$ cat config.mk
export PLATFORM = sky130hd
export DESIGN_NAME = pcie_port_bringup
export DESIGN_NICKNAME = d
export VERILOG_FILES = /design/src/rtl/bup_pkg.sv /design/src/rtl/bup_tick_timer.sv /design/src/rtl/bup_reg_port.sv /design/src/rtl/bup_link_eval.sv /design/src/rtl/pcie_port_bringup.sv
export SDC_FILE = /design/constraint.sdc
export NUM_CORES = 1
export LEC_CHECK = 0
export ABC_CLOCK_PERIOD_IN_PS = 4540
export BUFFER_PORTS_ARGS = -buffer_cell sky130_fd_sc_hd__buf_2
export CAP_MARGIN = 10
export CORE_MARGIN = 2
export CORE_UTILIZATION = 37
export CTS_CLUSTER_SIZE = 24
export DETAILED_ROUTE_END_ITERATION = 6
export PLACE_DENSITY = 0.64
export SLEW_MARGIN = 20
export SYNTH_ARGS = -nofsm -noshare
export SYNTH_HDL_FRONTEND = slang
export SYNTH_SLANG_ARGS = --single-unit
$ cat constraint.sdc
create_clock -name clk_i -period 4.54 [get_ports clk_i]
set_clock_uncertainty 0.1 [all_clocks]
set_input_delay 0.681 -clock clk_i [delete_from_list [all_inputs] [get_ports clk_i]]
set_output_delay 0.681 -clock clk_i [all_outputs]
set_load 0.01 [all_outputs]
$ cat src/rtl/bup_pkg.sv
package bup_pkg;
  typedef enum logic [1:0] {
    RES_OK       = 2'd0,
    RES_ALREADY  = 2'd1,
    RES_MISMATCH = 2'd2,
    RES_TIMEOUT  = 2'd3
  } bup_res_e;

  typedef enum logic [4:0] {
    ST_IDLE, ST_W_SLOT, ST_W_PWR, ST_W_REL, ST_HOLD, ST_CTRL, ST_PROG,
    ST_HOLD_REL, ST_AUX_ON, ST_DT_WR, ST_DT_RD, ST_LNK0, ST_MISC_RD,
    ST_MISC_SET, ST_CAP_RD, ST_CAP_WR, ST_MISC_CLR, ST_LTSSM, ST_W_TRAIN,
    ST_POLL
  } bup_state_e;
endpackage

$ cat src/rtl/bup_tick_timer.sv
module bup_tick_timer #(
  parameter int CNT_W = 8
) (
  input  logic             clk_i,
  input  logic             rst_ni,
  input  logic             load_i,
  input  logic [CNT_W-1:0] val_i,
  input  logic             tick_i,
  output logic             expired_o
);
  logic [CNT_W-1:0] cnt_q;

  always_ff @(posedge clk_i or negedge rst_ni) begin
    if (!rst_ni) begin
      cnt_q <= '0;
    end else if (load_i) begin
      cnt_q <= val_i;
    end else if (tick_i && cnt_q != '0) begin
      cnt_q <= cnt_q - 1'b1;
    end
  end

  assign expired_o = (cnt_q == '0);
endmodule

$ cat src/rtl/bup_reg_port.sv
module bup_reg_port #(
  parameter int ADDR_W = 12,
  parameter int DATA_W = 32
) (
  input  logic              clk_i,
  input  logic              rst_ni,
  input  logic              go_i,
  input  logic              we_i,
  input  logic [ADDR_W-1:0] addr_i,
  input  logic [DATA_W-1:0] wdata_i,
  output logic              req_o,
  output logic              we_o,
  output logic [ADDR_W-1:0] addr_o,
  output logic [DATA_W-1:0] wdata_o,
  input  logic              ack_i,
  input  logic [DATA_W-1:0] rdata_i,
  output logic              done_o,
  output logic [DATA_W-1:0] rdata_o
);
  logic              req_q, we_q, done_q;
  logic [ADDR_W-1:0] addr_q;
  logic [DATA_W-1:0] wdata_q, rdata_q;

  always_ff @(posedge clk_i or negedge rst_ni) begin
    if (!rst_ni) begin
      req_q   <= 1'b0;
      we_q    <= 1'b0;
      done_q  <= 1'b0;
      addr_q  <= '0;
      wdata_q <= '0;
      rdata_q <= '0;
    end else begin
      done_q <= 1'b0;
      if (req_q) begin
        if (ack_i) begin
          req_q   <= 1'b0;
          rdata_q <= rdata_i;
          done_q  <= 1'b1;
        end
      end else if (go_i) begin
        req_q   <= 1'b1;
        we_q    <= we_i;
        addr_q  <= addr_i;
        wdata_q <= wdata_i;
      end
    end
  end

  assign req_o   = req_q;
  assign we_o    = we_q;
  assign addr_o  = addr_q;
  assign wdata_o = wdata_q;
  assign done_o  = done_q;
  assign rdata_o = rdata_q;
endmodule

$ cat src/rtl/bup_link_eval.sv
module bup_link_eval #(
  parameter int DATA_W    = 32,
  parameter int UP_BIT    = 4,
  parameter int TRAIN_BIT = 29
) (
  input  logic [DATA_W-1:0] status_i,
  output logic              up_o
);
  localparam logic [DATA_W-1:0] UP_MASK  = DATA_W'(1) << UP_BIT;
  localparam logic [DATA_W-1:0] TRN_MASK = DATA_W'(1) << TRAIN_BIT;

  // trained means up and no longer in training
  assign up_o = ((status_i & UP_MASK) != '0) && ((status_i & TRN_MASK) == '0);
endmodule

$ cat src/rtl/pcie_port_bringup.sv
module pcie_port_bringup
  import bup_pkg::*;
#(
  parameter int              ADDR_W        = 12,
  parameter int              DATA_W        = 32,
  parameter int              RST_WAIT_MS   = 100,
  parameter int              TRAIN_WAIT_MS = 20,
  parameter int              POLL_MAX      = 20,
  parameter logic [11:0]     DEVTYPE_ADDR  = 12'h708,
  parameter logic [11:0]     MISC_ADDR     = 12'h8BC,
  parameter logic [11:0]     LINKCAP_ADDR  = 12'h07C,
  parameter int              RC_CODE       = 4,
  parameter int              EP_CODE       = 0,
  parameter int              RO_WR_BIT     = 0,
  parameter int              SPEED_W       = 4,
  parameter int              UP_BIT        = 4,
  parameter int              TRAIN_BIT     = 29
) (
  input  logic              clk_i,
  input  logic              rst_ni,
  input  logic              start_i,
  input  logic              mode_rc_i,
  input  logic              ms_tick_i,
  output logic              slot_rst_no,
  output logic              pwr_en_o,
  output logic              aux_clk_en_o,
  output logic              ctrl_rst_no,
  output logic              phy_hold_rst_o,
  output logic              ltssm_en_o,
  output logic              phy_prog_start_o,
  input  logic              phy_prog_done_i,
  output logic              reg_req_o,
  output logic              reg_we_o,
  output logic [ADDR_W-1:0] reg_addr_o,
  output logic [DATA_W-1:0] reg_wdata_o,
  input  logic              reg_ack_i,
  input  logic [DATA_W-1:0] reg_rdata_i,
  input  logic [DATA_W-1:0] link_status_i,
  output logic              busy_o,
  output logic              done_o,
  output logic [1:0]        result_o
);
  localparam int TMR_MAX = (RST_WAIT_MS > TRAIN_WAIT_MS) ? RST_WAIT_MS : TRAIN_WAIT_MS;
  localparam int TMR_W   = $clog2(TMR_MAX + 1);
  localparam int POLL_W  = $clog2(POLL_MAX + 1);
  localparam logic [DATA_W-1:0] RO_MASK    = DATA_W'(1) << RO_WR_BIT;
  localparam logic [DATA_W-1:0] SPEED_MASK = DATA_W'((64'd1 << SPEED_W) - 64'd1);
  localparam logic [DATA_W-1:0] DT_RC      = DATA_W'(RC_CODE);
  localparam logic [DATA_W-1:0] DT_EP      = DATA_W'(EP_CODE);

  bup_state_e         state_q;
  logic               slot_q, pwr_q, aux_q, ctrl_q, hold_q, ltssm_q, pstart_q;
  logic               busy_q, done_q, mode_q, pend_q;
  bup_res_e           res_q;
  logic [DATA_W-1:0]  misc_q, cap_q;
  logic [POLL_W-1:0]  poll_q;

  logic               tmr_load, tmr_exp;
  logic [TMR_W-1:0]   tmr_val;
  logic               rp_go, rp_we, rp_done, link_up, reg_state;
  logic [ADDR_W-1:0]  rp_addr;
  logic [DATA_W-1:0]  rp_wdata, rp_rdata, dt_code;

  assign dt_code = mode_q ? DT_RC : DT_EP;

  always_comb begin
    tmr_load = 1'b0;
    tmr_val  = TMR_W'(RST_WAIT_MS);
    unique case (state_q)
      ST_IDLE:   tmr_load = start_i;
      ST_W_SLOT: tmr_load = tmr_exp;
      ST_W_PWR:  tmr_load = tmr_exp;
      ST_LTSSM: begin
        tmr_load = 1'b1;
        tmr_val  = TMR_W'(TRAIN_WAIT_MS);
      end
      default: ;
    endcase
  end

  always_comb begin
    reg_state = 1'b1;
    rp_we     = 1'b0;
    rp_addr   = ADDR_W'(DEVTYPE_ADDR);
    rp_wdata  = '0;
    unique case (state_q)
      ST_DT_WR: begin
        rp_we    = 1'b1;
        rp_wdata = dt_code;
      end
      ST_DT_RD:   ;
      ST_MISC_RD: rp_addr = ADDR_W'(MISC_ADDR);
      ST_MISC_SET: begin
        rp_we    = 1'b1;
        rp_addr  = ADDR_W'(MISC_ADDR);
        rp_wdata = misc_q | RO_MASK;
      end
      ST_CAP_RD:  rp_addr = ADDR_W'(LINKCAP_ADDR);
      ST_CAP_WR: begin
        rp_we    = 1'b1;
        rp_addr  = ADDR_W'(LINKCAP_ADDR);
        rp_wdata = cap_q | SPEED_MASK;
      end
      ST_MISC_CLR: begin
        rp_we    = 1'b1;
        rp_addr  = ADDR_W'(MISC_ADDR);
        rp_wdata = misc_q & ~RO_MASK;
      end
      default: reg_state = 1'b0;
    endcase
    rp_go = reg_state && !pend_q;
  end

  bup_tick_timer #(.CNT_W(TMR_W)) i_timer (
    .clk_i     (clk_i),
    .rst_ni    (rst_ni),
    .load_i    (tmr_load),
    .val_i     (tmr_val),
    .tick_i    (ms_tick_i),
    .expired_o (tmr_exp)
  );

  bup_reg_port #(.ADDR_W(ADDR_W), .DATA_W(DATA_W)) i_reg_port (
    .clk_i   (clk_i),
    .rst_ni  (rst_ni),
    .go_i    (rp_go),
    .we_i    (rp_we),
    .addr_i  (rp_addr),
    .wdata_i (rp_wdata),
    .req_o   (reg_req_o),
    .we_o    (reg_we_o),
    .addr_o  (reg_addr_o),
    .wdata_o (reg_wdata_o),
    .ack_i   (reg_ack_i),
    .rdata_i (reg_rdata_i),
    .done_o  (rp_done),
    .rdata_o (rp_rdata)
  );

  bup_link_eval #(.DATA_W(DATA_W), .UP_BIT(UP_BIT), .TRAIN_BIT(TRAIN_BIT)) i_link_eval (
    .status_i (link_status_i),
    .up_o     (link_up)
  );

  always_ff @(posedge clk_i or negedge rst_ni) begin
    if (!rst_ni) begin
      state_q  <= ST_IDLE;
      slot_q   <= 1'b0;
      pwr_q    <= 1'b0;
      aux_q    <= 1'b0;
      ctrl_q   <= 1'b0;
      hold_q   <= 1'b0;
      ltssm_q  <= 1'b0;
      pstart_q <= 1'b0;
      busy_q   <= 1'b0;
      done_q   <= 1'b0;
      mode_q   <= 1'b0;
      pend_q   <= 1'b0;
      res_q    <= RES_OK;
      misc_q   <= '0;
      cap_q    <= '0;
      poll_q   <= '0;
    end else begin
      done_q   <= 1'b0;
      pstart_q <= 1'b0;
      if (reg_state) begin
        if (!pend_q) pend_q <= 1'b1;
        else if (rp_done) pend_q <= 1'b0;
      end
      unique case (state_q)
        ST_IDLE: if (start_i) begin
          busy_q  <= 1'b1;
          mode_q  <= mode_rc_i;
          slot_q  <= 1'b0;
          pwr_q   <= 1'b0;
          aux_q   <= 1'b0;
          ctrl_q  <= 1'b0;
          hold_q  <= 1'b0;
          ltssm_q <= 1'b0;
          state_q <= ST_W_SLOT;
        end
        ST_W_SLOT: if (tmr_exp) begin
          pwr_q   <= 1'b1;
          state_q <= ST_W_PWR;
        end
        ST_W_PWR: if (tmr_exp) begin
          slot_q  <= 1'b1;
          state_q <= ST_W_REL;
        end
        ST_W_REL: if (tmr_exp) begin
          aux_q   <= 1'b1;
          state_q <= ST_HOLD;
        end
        ST_HOLD: begin
          hold_q  <= 1'b1;
          state_q <= ST_CTRL;
        end
        ST_CTRL: begin
          ctrl_q   <= 1'b1;
          pstart_q <= 1'b1;
          state_q  <= ST_PROG;
        end
        ST_PROG: if (phy_prog_done_i) begin
          aux_q   <= 1'b0;
          state_q <= ST_HOLD_REL;
        end
        ST_HOLD_REL: begin
          hold_q  <= 1'b0;
          state_q <= ST_AUX_ON;
        end
        ST_AUX_ON: begin
          aux_q   <= 1'b1;
          state_q <= ST_DT_WR;
        end
        ST_DT_WR: if (pend_q && rp_done) state_q <= ST_DT_RD;
        ST_DT_RD: if (pend_q && rp_done) begin
          if (rp_rdata != dt_code) begin
            res_q   <= RES_MISMATCH;
            done_q  <= 1'b1;
            busy_q  <= 1'b0;
            state_q <= ST_IDLE;
          end else begin
            state_q <= ST_LNK0;
          end
        end
        ST_LNK0: begin
          if (link_up) begin
            res_q   <= RES_ALREADY;
            done_q  <= 1'b1;
            busy_q  <= 1'b0;
            state_q <= ST_IDLE;
          end else begin
            state_q <= ST_MISC_RD;
          end
        end
        ST_MISC_RD: if (pend_q && rp_done) begin
          misc_q  <= rp_rdata;
          state_q <= ST_MISC_SET;
        end
        ST_MISC_SET: if (pend_q && rp_done) state_q <= ST_CAP_RD;
        ST_CAP_RD: if (pend_q && rp_done) begin
          cap_q   <= rp_rdata;
          state_q <= ST_CAP_WR;
        end
        ST_CAP_WR:   if (pend_q && rp_done) state_q <= ST_MISC_CLR;
        ST_MISC_CLR: if (pend_q && rp_done) state_q <= ST_LTSSM;
        ST_LTSSM: begin
          ltssm_q <= 1'b1;
          state_q <= ST_W_TRAIN;
        end
        ST_W_TRAIN: if (tmr_exp) begin
          poll_q  <= '0;
          state_q <= ST_POLL;
        end
        ST_POLL: if (ms_tick_i) begin
          if (link_up) begin
            res_q   <= RES_OK;
            done_q  <= 1'b1;
            busy_q  <= 1'b0;
            state_q <= ST_IDLE;
          end else if (poll_q == POLL_W'(POLL_MAX - 1)) begin
            hold_q  <= 1'b1;
            res_q   <= RES_TIMEOUT;
            done_q  <= 1'b1;
            busy_q  <= 1'b0;
            state_q <= ST_IDLE;
          end else begin
            poll_q <= poll_q + 1'b1;
          end
        end
        default: state_q <= ST_IDLE;
      endcase
    end
  end

  assign slot_rst_no      = slot_q;
  assign pwr_en_o         = pwr_q;
  assign aux_clk_en_o     = aux_q;
  assign ctrl_rst_no      = ctrl_q;
  assign phy_hold_rst_o   = hold_q;
  assign ltssm_en_o       = ltssm_q;
  assign phy_prog_start_o = pstart_q;
  assign busy_o           = busy_q;
  assign done_o           = done_q;
  assign result_o         = res_q;
endmodule

; Word-level counts from Yosys, hierarchy flattened
; Cells that the tools add are included.
[classes]
add_sub_neg = 2
eq_ne = 41
n_mux = 75
bitwise = 1
reduce_logical = 39
[ops]
columns = operator, n
row1 = case mux 32 bit (4 select lines), 1
row2 = 2-to-1 mux 5 bit, 20
row3 = case mux 5 bit (20 select lines), 1
row4 = equality test 5 x 4 -> 1 bit (second input constant), 8
row5 = logical NOT 32 bit, 1
row6 = inequality test 32 x 3 -> 1 bit, 1
row7 = 2-to-1 mux 1 bit, 29
row8 = inequality test 2 bit (second input constant), 14
row9 = equality test 5 bit (second input constant), 5
row10 = case mux 12 bit (2 select lines), 1
row11 = 2-to-1 mux 7 bit, 3
row12 = equality test 5 x 3 -> 1 bit (second input constant), 4
row13 = AND reduction 15 bit, 1
row14 = AND reduction 2 bit, 7
row15 = 2-to-1 mux 2 bit, 6
row16 = case mux 1 bit (4 select lines), 3
row17 = nonzero test 2 bit, 6
row18 = nonzero test 4 bit, 3
row19 = equality test 5 x 2 -> 1 bit (second input constant), 2
row20 = inequality test 2 x 1 -> 1 bit (second input constant), 5
row21 = case mux 5 bit (2 select lines), 1
row22 = AND reduction 5 bit, 2
row23 = 2-to-1 mux 4 bit, 2
row24 = case mux 1 bit (2 select lines), 4
row25 = other kinds (22), 28
[word_totals]
ff_bits = 173
inputBits = 71
out_inout_bits = 57

; Longest topological paths before layout
; Gate-level depths: netlist of run 1.
[depth]
depth_word = 6
depth_mapped = 8

; Modules after synthesis
; From an unflattened synthesis of run 1, not the netlist that was laid out.
[unflattened]
hier_cells = 591
hier_area_um2 = 7790.0
[modules_own_cells]
columns = mod, n_inst, cells_each, area_per_inst_um2
row1 = pcie_port_bringup, 1, 370, 4164.0
row2 = bup_reg_port, 1, 168, 3150.5
row3 = bup_tick_timer, 1, 52, 461.7
row4 = bup_link_eval, 1, 1, 13.8

; Least setup slack after synthesis of run 1
; OpenSTA, ideal clock, no wires.
[synth_timing]
path_type = input port to flip-flop
from = input link_status_i[4]
to = register state_q[0]
setup_ns = 0.125
arrival_ns = 2.083
required_ns = 4.315
setup_slack_ns = 2.232
path_stages = 6
n_path_buf = 1
cell_sequence = nor2b_1 o21ai_0 a32o_1 or3_1 buf_6 mux2_4
[synth_via]
elab_chain_len = 4
[synth_rtl]
columns = element, line_no
row1 = from (decl), pcie_port_bringup.sv:38  ; input logic [DATA_W-1:0] link_status_i,
row2 = logical AND 1 bit (*), bup_link_eval.sv:13  ; assign up_o = ((status_i & UP_MASK) != '0) && ((status_i & TRN_MASK) == '0);
row3 = 2-to-1 mux 5 bit, pcie_port_bringup.sv:256  ; if (link_up) begin
row4 = 2-to-1 mux 5 bit, pcie_port_bringup.sv:255  ; ST_POLL: if (ms_tick_i) begin
row5 = case mux 5 bit (20 select lines), pcie_port_bringup.sv:170  ; unique case (state_q)
row6 = to (signal assigned), pcie_port_bringup.sv:180  ; state_q <= ST_W_SLOT;
row7 = to (signal assigned), pcie_port_bringup.sv:253  ; state_q <= ST_POLL;
row8 = to (signal assigned), pcie_port_bringup.sv:260  ; state_q <= ST_IDLE;
row9 = to (decl), pcie_port_bringup.sv:51  ; bup_state_e state_q;
; Mark *: on every way between the ends. The rest lies on a longest branch, timed or not. The select of a mux whose other input is x is not followed.
; A chain may end at the register's enable or synchronous reset.

; Worst setup path after layout of run 1
[layout_timing]
from = register state_q[0]
to = register i_reg_port.wdata_q[21] (netlist: i_reg_port.wdata_o[21])
[layout_via]
elab_chain_len = 5
[layout_rtl]
columns = element, line_no
row1 = from (signal assigned), pcie_port_bringup.sv:147  ; state_q <= ST_IDLE;
row2 = from (signal assigned), pcie_port_bringup.sv:180
row3 = from (signal assigned), pcie_port_bringup.sv:184  ; state_q <= ST_W_PWR;
row4 = equality test 5 bit or equality test 5 x 4 -> 1 bit (tied branches), pcie_port_bringup.sv:86  ; unique case (state_q)
row5 = OR reduction 7 bit (no line), n/a
row6 = 2-to-1 mux 1 bit, pcie_port_bringup.sv:86
row7 = logical AND 1 bit, pcie_port_bringup.sv:111  ; rp_go = reg_state && !pend_q;
row8 = AND reduction 2 bit (no line), n/a
row9 = to (signal assigned), bup_reg_port.sv:44  ; wdata_q <= wdata_i;
row10 = to (decl), bup_reg_port.sv:22  ; logic [DATA_W-1:0] wdata_q, rdata_q;
; Several ways; a longest one is shown, not always the timed one.

==> impl_metrics.json, run 1 <==
{
  "outcome": "finished clean",
  "initial_utilization_pct": 37.7,
  "synth-simple-area-share_pct": 10.5,
  "synthMuxAreaShare_pct": 15.3,
  "antenna_found_initial": 1,
  "power_frac_comb_pct": 23.6,
  "cts-root-buf": "clkbuf_16",
  "finalPower_mw": 4.74,
  "grt_start_max_net_pins": 95,
  "fp-row-count": 51,
  "overflow": 0,
  "min_path_type": "input port to async pin",
  "cts_sinks": 161,
  "required_ns": 4.78,
  "dpl.cell_count": 928,
  "p_int_mw": 3.15,
  "fin_util_pct": 44.2,
  "synth_adder_area_share_pct": 0.343,
  "grt_pass1_wl_mm": 28.2,
  "final_cells": 962,
  "worst_setup_path_end_kind": "register",
  "synthCells": 601,
  "clkSlewWorstSetupHoldPaths_ns": 0.06,
  "synth.avg_cell_area_um2": 12.2,
  "fin_crit_sh_pct": 67.1,
  "dp_hpwl_mm": 11.5,
  "seq_area_um2": 4030,
  "fp.dieArea_um2": 20900,
  "drive_gt1_share_pct": 39.7,
  "synth_top_family_by_area": "multiplexers",
  "whs_ns": 0.247,
  "core_region_area_um2": 19400,
  "power_density_nw_per_um2": 553,
  "preCtsSetupSlack_ns": 1.50,
  "ant_nets": 0,
  "swShare_pct": 33.6,
  "die_h_um": 145,
  "cp_cell_sequence": "nor2b_1 -> nand3_1 -> a21oi_2 -> buf_4 -> a22oi_1 -> o21ai_2",
  "clockBufferDepth": 2,
  "crit_fanout": 23,
  "worstMarginPinSlew_ns": 1.04,
  "grtUsageTotal_pct": 17.7,
  "htreeDepth": 4,
  "die_x_um": 145,
  "synth_warnings": 0,
  "multiInputGateArea_um2": 3000,
  "crit_arrival_ns": 3.29,
  "via_per_inst": 5.24,
  "period_needed_ns": 3.05,
  "grt_pass1_vias": 5197,
  "ctsHoldBuffers": 0,
  "drc": 0,
  "synthesis.area_um2": 7300,
  "ir_worst_vdd_uv": 263,
  "critPathSlowestCell": "a21oi_2",
  "wirelength_mm": 17.7,
  "wire_per_inst_um": 18.4,
  "rsz0062_at_grt": "no",
  "finalWorstSetupSlack_ns": 1.49,
  "io_pins": 128,
  "cts_setup_buffers": 0,
  "hold_viol_final": 0,
  "yosys.cell_types.count": 69,
  "total_leakage_power_nw": 3.94,
  "yosys_register_bits": 161,
  "cpPeakStageDelay_ns": 0.88,
  "numPortBuffers": 95,
  "yosysSeqAreaShare_pct": 55.2,
  "timing.fmax_mhz": 328,
  "p_switching_mw": 1.59,
  "crit_path_start_kind": "register",
  "gp_congestion": 0.841,
  "fin_area_um2": 8570,
  "maxSlewViolCount": 0,
  "p_seq_share_pct": 45.2,
  "numCtsBuffers": 17,
  "clock_power_share_pct": 31.2,
  "synth_edf_count": 0,
  "drt_iter0_markers": 385,
  "nets": 755,
  "vias": 5043,
  "setup_viol": 0,
  "synth_flop_cell": "dfrtp_1",
  "syn_to_final_growth_pct": 17.3,
  "clock_latency_ns": 0.42,
  "fill_cells": 1855,
  "cts_tree": "built",
  "synth_xor_area_share_pct": 1.08,
  "synth-async-reset-ratio_pct": 100,
  "synth_compound_area_share_pct": 13.6,
  "first_pass_iters": 5,
  "place_area_um2": 7950,
  "critical_path_class": "register to register",
  "relSlewSlack_pct": 30.7,
  "max_cap_viol_count": 0,
  "setup_tns_ns": 0,
  "cts.repair.resized": 0
}
## per-layer routing
| metal | vias to the layer above | track usage, % | wire (µm) | share of wire [%] |
|---|---|---|---|---|
| li1 | 2353 | - | - | - |
| met4 | 0 | 4.65 | 142 | 0.80 |
| met1 | 2515 | 23.4 | 7820 | 44 |
| met5 | - | 0 | 0 | 0 |
| met2 | 161 | 28.9 | 8650 | 49 |
| met3 | 14 | 4.97 | 1130 | 6.4 |
## cells in the mapped netlist, types with 3 or more instances
cell type | number | area [µm²]
a21oi_1 | 19 | 95.1
a22oi_1 | 29 | 218
o21ai_1 | 4 | 20.0
nand2_1 | 54 | 203
o21ai_2 | 29 | 254
inv_1 | 12 | 45.0
buf_6 | 6 | 67.6
or3_1 | 4 | 25.0
o21ai_0 | 9 | 45.0
o22ai_1 | 4 | 25.0
nor2b_1 | 6 | 37.5
mux2_2 | 95 | 1070
dfrtp_1 | 161 | 4030
clkbuf_1 | 14 | 52.6
buf_1 | 7 | 26.3
nor3_1 | 8 | 40.0
a211oi_1 | 3 | 22.5
a211o_1 | 4 | 35.0
xnor2_1 | 6 | 52.6
buf_2 | 7 | 35.0
xor2_1 | 3 | 26.3
nor4_1 | 10 | 62.6
nand2b_1 | 7 | 43.8
buf_4 | 8 | 60.1
nand3b_1 | 3 | 22.5
a21o_1 | 3 | 22.5
o31ai_1 | 3 | 22.5
nor4b_1 | 3 | 26.3
nor2_1 | 17 | 63.8
a31oi_1 | 3 | 18.8
nand3_1 | 13 | 65.1
## cell usage in the layout, fill, tap and decap left out, types with 4 or more instances in the layout
cell type  instances
or3_1              4
a22oi_1           29
a211o_1            4
inv_6              4
nand2_1           54
nor4_1            10
o21ai_2           29
nor2b_1            6
buf_2             94
nand2b_1           7
o22ai_1            4
o21ai_0            9
xnor2_1            6
o21ai_1            4
inv_1             12
nor3_1             8
clkbuf_16         17
buf_4              8
mux2_2            95
nand3_1           13
dfrtp_1          161
a21oi_1           19
nor2_1            16
## power groups by stage
| stage | combinational [mW] | clock, mW | sequential, mW |
|---|---|---|---|
| 2_1_floorplan | 0.946 | 0 | 2.00 |
| 3_3_place_gp | 1.08 | 0 | 2.14 |
| 3_5_place_dp | 1.12 | 0 | 2.16 |
| 4_1_cts | 1.13 | 1.52 | 2.13 |
| 5_1_grt | 1.24 | 1.59 | 2.20 |
| 6_report | 1.12 | 1.48 | 2.14 |
## critical path: cells and delay by family, from the launching register on
kind	cells	cell delay, ns
flip-flops	1	0.81
buffers and inverters	1	0.40
AO/OA/AOI/OAI	3	1.17
AND/OR/NAND/NOR	2	0.48
## area by class of cell
cell class | instances | share of cell area, %
timing repair buffer | 103 | 6.32
multi-input combinational | 387 | 35.0
sequential | 161 | 47.0
tap | 265 | 3.87
clock buffer | 19 | 5.17
inverter | 12 | 0.526
clock inverter | 13 | 1.97
antenna | 2 | 0.0584
## flip-flops by register name, indices dropped and copies added (netlist names), 2 cells and up
signal / flops
cap_q: 28
i_reg_port.addr_o: 5
i_reg_port.rdata_o: 32
i_reg_port.wdata_o: 32
i_timer.cnt_q: 7
misc_q: 31
poll_q: 5
result_o: 2
state_q: 5
## cell families (layout without fill, tap and decap cells)
family,Yosys count,after routing
compound gates,131,131
mux,99,99
other cells,1,4
buf+inv,54,147
flops,161,161
fa+ha+maj,2,2
xor+xnor,9,9
simple gates,144,144
## path summary, 6_finish.rpt
path / from / endpoint / slack [ns] / cells after the start
setup / recovery: state_q[0] / i_reg_port.wdata_o[21] / 1.49 / 6
hold / removal: rst_ni / i_reg_port.addr_o[10] / 0.25 / 1
setup reg to reg: state_q[0] / i_reg_port.wdata_o[21] / 1.49 / 6
hold reg to reg: i_reg_port.wdata_o[16] / i_reg_port.wdata_o[16] / 0.37 / 2
max in group asynchronous: rst_ni / i_reg_port.wdata_o[21] / 3.09 / 2
min in group clk_i: reg_ack_i / i_reg_port.req_o / 0.36 / 2
Note: power is estimated with default switching activity, not from simulation.
==> inputs of run 2 (changes only) <==
--- a/config.mk
+++ b/config.mk
@@ -5,14 +5,15 @@
 export SDC_FILE = /design/constraint.sdc
 export NUM_CORES = 1
 export LEC_CHECK = 0
-export ABC_CLOCK_PERIOD_IN_PS = 4540
+export ABC_AREA = 1
+export ABC_CLOCK_PERIOD_IN_PS = 2500
 export BUFFER_PORTS_ARGS = -buffer_cell sky130_fd_sc_hd__buf_2
 export CAP_MARGIN = 10
 export CORE_MARGIN = 2
 export CORE_UTILIZATION = 37
 export CTS_CLUSTER_SIZE = 24
 export DETAILED_ROUTE_END_ITERATION = 6
-export PLACE_DENSITY = 0.64
+export PLACE_DENSITY = 0.66
 export SLEW_MARGIN = 20
 export SYNTH_ARGS = -nofsm -noshare
 export SYNTH_HDL_FRONTEND = slang
==> constraint.sdc (replaced) <==
create_clock -name clk_i -period 2.5 [get_ports clk_i]
set_clock_uncertainty 0.1 [all_clocks]
set_input_delay 0.375 -clock clk_i [delete_from_list [all_inputs] [get_ports clk_i]]
set_output_delay 0.375 -clock clk_i [all_outputs]
set_load 0.01 [all_outputs]
==> impl_metrics.json, run 2 <==
{
  "grt_pass1_vias": 5523,
  "max_cap_viol_count": 0,
  "htreeDepth": 4,
  "wire_per_inst_um": 13.9,
  "crit_fanout": 16,
  "synthTopCellsByCount": "nand2_1, dfrtp_1, o21ai_0, inv_1, nor2_1",
  "fin_crit_sh_pct": 85.8,
  "holdPathStages": 3,
  "timing.fmax_mhz": 466,
  "synth_most_common_cell": "nand2_1",
  "yosysTopAreaCell": "dfrtp_1",
  "swShare_pct": 35.3,
  "cts.repair.resized": 0,
  "cpPeakStageDelay_ns": 0.61,
  "synth_warnings": 0,
  "crit_path_start_kind": "register",
  "yosys.cell_types.count": 36,
  "final_cell_mix": "nand2_1, dfrtp_1, o21ai_0, buf_2, inv_1",
  "clock_latency_ns": 0.43,
  "cp.depth": 11,
  "grt_start_max_net_pins": 66,
  "required_ns": 2.71,
  "ir_worst_vdd_uv": 374,
  "cts_tree": "built",
  "synth_top_area_share_pct": 54.6,
  "crit_arrival_ns": 2.35,
  "first_pass_iters": 5,
  "cp.buffers_inverters": 3,
  "gp_congestion": 0.929,
  "cp_cell_sequence": "nor2_2 -> nand2_2 -> inv_2 -> nand2_1 -> nand2_1 -> nor2_1 -> nand2_2 -> nand3_4 -> buf_4 -> inv_2 -> or2_1",
  "power_density_nw_per_um2": 974,
  "ctsHoldBuffers": 1,
  "drt_iter0_markers": 328,
  "crit_family": "simple AND/OR/NAND/NOR gates",
  "worstMarginPinSlew_ns": 0.501,
  "io_pins": 128,
  "p_seq_share_pct": 40.1,
  "yosysSeqAreaShare_pct": 54.6,
  "period_needed_ns": 2.14,
  "min_path_type": "input port to register",
  "synthesis.area_um2": 7380,
  "numPortBuffers": 95,
  "power_frac_comb_pct": 27.1,
  "p_int_mw": 5.51,
  "p_switching_mw": 3.00,
  "cts-root-buf": "clkbuf_16",
  "rsz0062_at_grt": "no",
  "core_region_area_um2": 19500,
  "synth.avg_cell_area_um2": 8.85,
  "die_h_um": 145,
  "clockBufferDepth": 2,
  "maxSlewViolCount": 0,
  "mostFrequentLayoutCell": "nand2_1",
  "grt_pass1_wl_mm": 28.1,
  "synthCells": 834,
  "fin_util_pct": 44.8,
  "vias": 5707,
  "outcome": "finished clean",
  "setup_viol": 0,
  "grtUsageTotal_pct": 16.5,
  "initial_utilization_pct": 37.8,
  "drive_gt1_share_pct": 22.2,
  "synth-async-reset-ratio_pct": 100,
  "cts_sinks": 161,
  "synthTopCellsByArea": "dfrtp_1, nand2_1, o21ai_0",
  "yosys_register_bits": 161,
  "fp-row-count": 51,
  "synth_edf_count": 0,
  "antenna_cells": 0,
  "nets": 991,
  "clock_power_share_pct": 32.8,
  "wirelength_mm": 16.7,
  "r2r_cells": 11,
  "relSlewSlack_pct": 66.5,
  "hold_viol_final": 0,
  "drc": 0,
  "via_per_inst": 4.77,
  "die_x_um": 145,
  "clkSlewWorstSetupHoldPaths_ns": 0.07,
  "overflow": 0,
  "total_leakage_power_nw": 4.34,
  "syn_to_final_growth_pct": 18.4,
  "ant_nets": 0,
  "critPathSlowestCell": "dfrtp_1",
  "worst_setup_path_end_kind": "register",
  "critical_path_class": "register to register",
  "dp_hpwl_mm": 11.3,
  "cts_setup_buffers": 0,
  "setup_tns_ns": 0,
  "synth_flop_cell": "dfrtp_1",
  "numCtsBuffers": 17,
  "antenna_found_initial": 1,
  "fp.dieArea_um2": 21100
}
-- run 2: final timing paths --
kind	slack (ns)	to	startpoint
worst max-delay path	0.36	i_reg_port.addr_o[3]	state_q[4]
worst min-delay path	0.05	i_reg_port.rdata_o[28]	reg_rdata_i[28]
worst max register to register	0.36	i_reg_port.addr_o[3]	state_q[4]
worst min register to register	0.37	busy_o	busy_o
max in group asynchronous	1.26	misc_q[21]	rst_ni
min in group asynchronous	0.34	busy_o	rst_ni
-- run 2: area by class of cell --
class | instances | area [µm²]
repair buffers | 107 | 662
inverters | 73 | 278
well taps | 265 | 332
flip-flops and latches | 161 | 4030
fillers | 1967 | 10800
clock inverters | 14 | 196
clock buffers | 18 | 439
multi-input cells | 558 | 2800
-- run 2: power by group through the flow --
stage,logic (mW),registers [mW],clock network [mW]
6_report,2.30,3.42,2.79
5_1_grt,2.65,3.48,2.98
4_1_cts,2.34,3.42,2.85
3_5_place_dp,2.33,3.46,0
3_3_place_gp,2.30,3.44,0
2_1_floorplan,1.71,3.42,0
-- run 2: cells by family after synthesis --
family / count (synthesis) / synth area share, %
adders and majority gates: 2 / 0.339
AOI/OAI and AO/OA: 191 / 15.9
muxes: 2 / 0.305
xor gates and xnor gates: 5 / 0.594
other: 1 / 0.0508
and+or+nand+nor: 356 / 20.6
buffers and inverters: 116 / 7.56
DFF: 161 / 54.6
-- run 2: metal layers --
metal,global-route usage [%],wire length [µm],vias up
li1,-,-,2878
met1,22.3,7970,2694
met2,25.9,7650,110
met3,4.34,744,23
met4,5.54,294,2
met5,0,11,-
-- run 2: worst min-delay path, stage by stage --
cell	delay, ns
buf_2	0.08
nand2_1	0.04
o21ai_0	0.05
-- run 2: per-stage QoR --
stage          cell area, µm²  power, mW  worst slack, ns  hold slack (ns)  instances
2_1_floorplan            7380       5.12            0.790          -0.0206        835
3_3_place_gp             8090       5.74            0.398            0.239       1163
3_5_place_dp             8090       5.79            0.366            0.238       1163
4_1_cts                  8740       8.61            0.348           0.0445       1196
5_1_grt                  8740       9.11            0.223           0.0454       1196
6_report                 8740       8.51            0.356           0.0533       1196
==> inputs of run 3 (changes only) <==
--- a/config.mk
+++ b/config.mk
@@ -6,14 +6,13 @@
 export NUM_CORES = 1
 export LEC_CHECK = 0
 export ABC_AREA = 1
-export ABC_CLOCK_PERIOD_IN_PS = 2500
+export ABC_CLOCK_PERIOD_IN_PS = 2700
 export BUFFER_PORTS_ARGS = -buffer_cell sky130_fd_sc_hd__buf_2
 export CAP_MARGIN = 10
 export CORE_MARGIN = 2
 export CORE_UTILIZATION = 37
 export CTS_CLUSTER_SIZE = 24
 export DETAILED_ROUTE_END_ITERATION = 6
-export PLACE_DENSITY = 0.66
 export SLEW_MARGIN = 20
 export SYNTH_ARGS = -nofsm -noshare
 export SYNTH_HDL_FRONTEND = slang
==> constraint.sdc (replaced) <==
create_clock -name clk_i -period 2.7 [get_ports clk_i]
set_clock_uncertainty 0.1 [all_clocks]
set_input_delay 0.405 -clock clk_i [delete_from_list [all_inputs] [get_ports clk_i]]
set_output_delay 0.405 -clock clk_i [all_outputs]
set_load 0.01 [all_outputs]
==> impl_metrics.json, run 3 (synthesis gave the netlist of run 2 again) <==
{
  "outcome": "finished clean",
  "hold_viol_final": 0,
  "cts.repair.resized": 0,
  "fp-row-count": 51,
  "p_switching_mw": 2.76,
  "critPathSlowestCell": "dfrtp_1",
  "fin_area_um2": 8700,
  "timing.fmax_mhz": 459,
  "reg2reg_slack_ns": 0.52,
  "dp_hpwl_mm": 11.5,
  "swShare_pct": 35.5,
  "initial_utilization_pct": 37.8,
  "crit_fanout": 32,
  "grt_pass1_wl_mm": 28.8,
  "antenna_found_initial": 1,
  "power_density_nw_per_um2": 894,
  "setup_tns_ns": 0,
  "vias": 5747,
  "die_x_um": 145,
  "final_cell_mix": "nand2_1, dfrtp_1, o21ai_0, buf_2, inv_1",
  "fp.dieArea_um2": 21100,
  "p_seq_share_pct": 40.5,
  "die_h_um": 145,
  "worst_setup_path_end_kind": "register",
  "cts-root-buf": "clkbuf_16",
  "syn_to_final_growth_pct": 18.0,
  "r2r_end": "i_reg_port.wdata_o[19]",
  "cpPeakStageDelay_ns": 0.61,
  "grtUsageTotal_pct": 16.9,
  "crit_path_start_kind": "register",
  "wirelength_mm": 16.9,
  "drt_iter0_markers": 363,
  "clock_latency_ns": 0.42,
  "wire_per_inst_um": 14.0,
  "fin_crit_sh_pct": 80.7,
  "mostFrequentLayoutCell": "nand2_1",
  "period_needed_ns": 2.18,
  "clockBufferDepth": 2,
  "core_region_area_um2": 19500,
  "worstMarginPinSlew_ns": 0.527,
  "rsz0062_at_grt": "no",
  "htreeDepth": 4,
  "ant_nets": 0,
  "gp_congestion": 0.913,
  "nets": 993,
  "drive_gt1_share_pct": 22.4,
  "cp_common_cell": "nand2_1",
  "finalPower_mw": 7.78,
  "min_path_type": "input port to register",
  "max_cap_viol_count": 0,
  "io_pins": 128,
  "r2r_cells": 11,
  "relSlewSlack_pct": 64.8,
  "critical_path_class": "register to register",
  "cp_cell_sequence": "nor2_2 -> nand2_2 -> inv_2 -> nand2_1 -> nand2_1 -> nor2_1 -> nand2_2 -> nand3_4 -> buf_4 -> nand2_1 -> o21ai_2",
  "cts_tree": "built",
  "ir_worst_vdd_uv": 556,
  "whs_ns": 0.0807,
  "numPortBuffers": 95,
  "endpoint": "i_reg_port.wdata_o[19]",
  "power_frac_comb_pct": 27.3,
  "timing.rr.start": "state_q[4]",
  "clock_power_share_pct": 32.2,
  "total_leakage_power_nw": 4.33,
  "crit_arrival_ns": 2.43,
  "grt_pass1_vias": 5605,
  "required_ns": 2.95,
  "place_area_um2": 8070,
  "critical_path.startpoint": "state_q[4]",
  "cts_sinks": 161,
  "dpl.cell_count": 1165,
  "numCtsBuffers": 17,
  "setup_viol": 0,
  "via_per_inst": 4.79,
  "overflow": 0,
  "grt_start_max_net_pins": 57,
  "final_cells": 1200,
  "first_pass_iters": 5,
  "drc": 0,
  "maxSlewViolCount": 0,
  "p_int_mw": 5.02,
  "clkSlewWorstSetupHoldPaths_ns": 0.06
}
[run 3: cell count changes in the layout (fill, tap and decap cells not counted), sizes merged]
cell / change
buf: +2
bufinv: -1
clkbuf: +1
clkinv: -2
clkinvlp: +1
diode: +2
inv: +1
[run 3: what timing repair did]
action	in CTS	in global routing
endpoints found under the hold margin	42	0
setup buffers	0	0
hold buffers	1	0
[run 3: metal layers]
layer  global-route usage [%]  part of all wire (%)  vias up
met3                     3.40                   3.2       19
met4                     6.67                   1.6        0
met2                     25.7                    46      108
met1                     23.6                    50     2733
met5                        0                     0        -
li1                         -                     -     2887
[run 3: critical path: cells and delay by family (launching register included)]
kind	cells	cell delay, ns
flip-flops	1	0.61
AND/OR/NAND/NOR	8	0.87
buffers and inverters	2	0.45
AO/OA/AOI/OAI	1	0.07
[run 3: worst min-delay path by stage]
stage	startpoint	end	slack (ns)	cells after the start
detailed placement	rst_ni	i_timer.cnt_q[1]	0.27	1
finish	reg_ack_i	i_reg_port.req_o	0.08	2
global route	reg_ack_i	i_reg_port.req_o	0.06	2
global placement	rst_ni	busy_o	0.27	1
floorplan	rst_ni	aux_clk_en_o	0.009	0
CTS	reg_ack_i	i_reg_port.req_o	0.06	2
[run 3: cell type report]
type                    count  area (µm²)
well taps                 265         332
repair buffers            109         639
flip-flops and latches    161        4030
inverters                  73         278
clock inverters            13         165
diodes                      2        5.00
fillers                  2005       10800
clock buffers              19         453
multi-input cells         558        2800
[run 3: metrics by stage]
stage	setup slack, ns	utilization [%]
finish	0.521	44.6
detailed placement	0.548	41.3
global placement	0.569	41.3
floorplan	0.990	-
CTS	0.528	44.5
global route	0.340	44.6
[run 3: power groups by stage]
stage,Sequential [mW],Combinational [mW],Clock (mW)
final,3.15,2.12,2.51
after global routing,3.22,2.47,2.69
after CTS,3.15,2.15,2.58
after detailed placement,3.20,2.14,0
after global placement,3.19,2.13,0
after floorplan,3.16,1.58,0
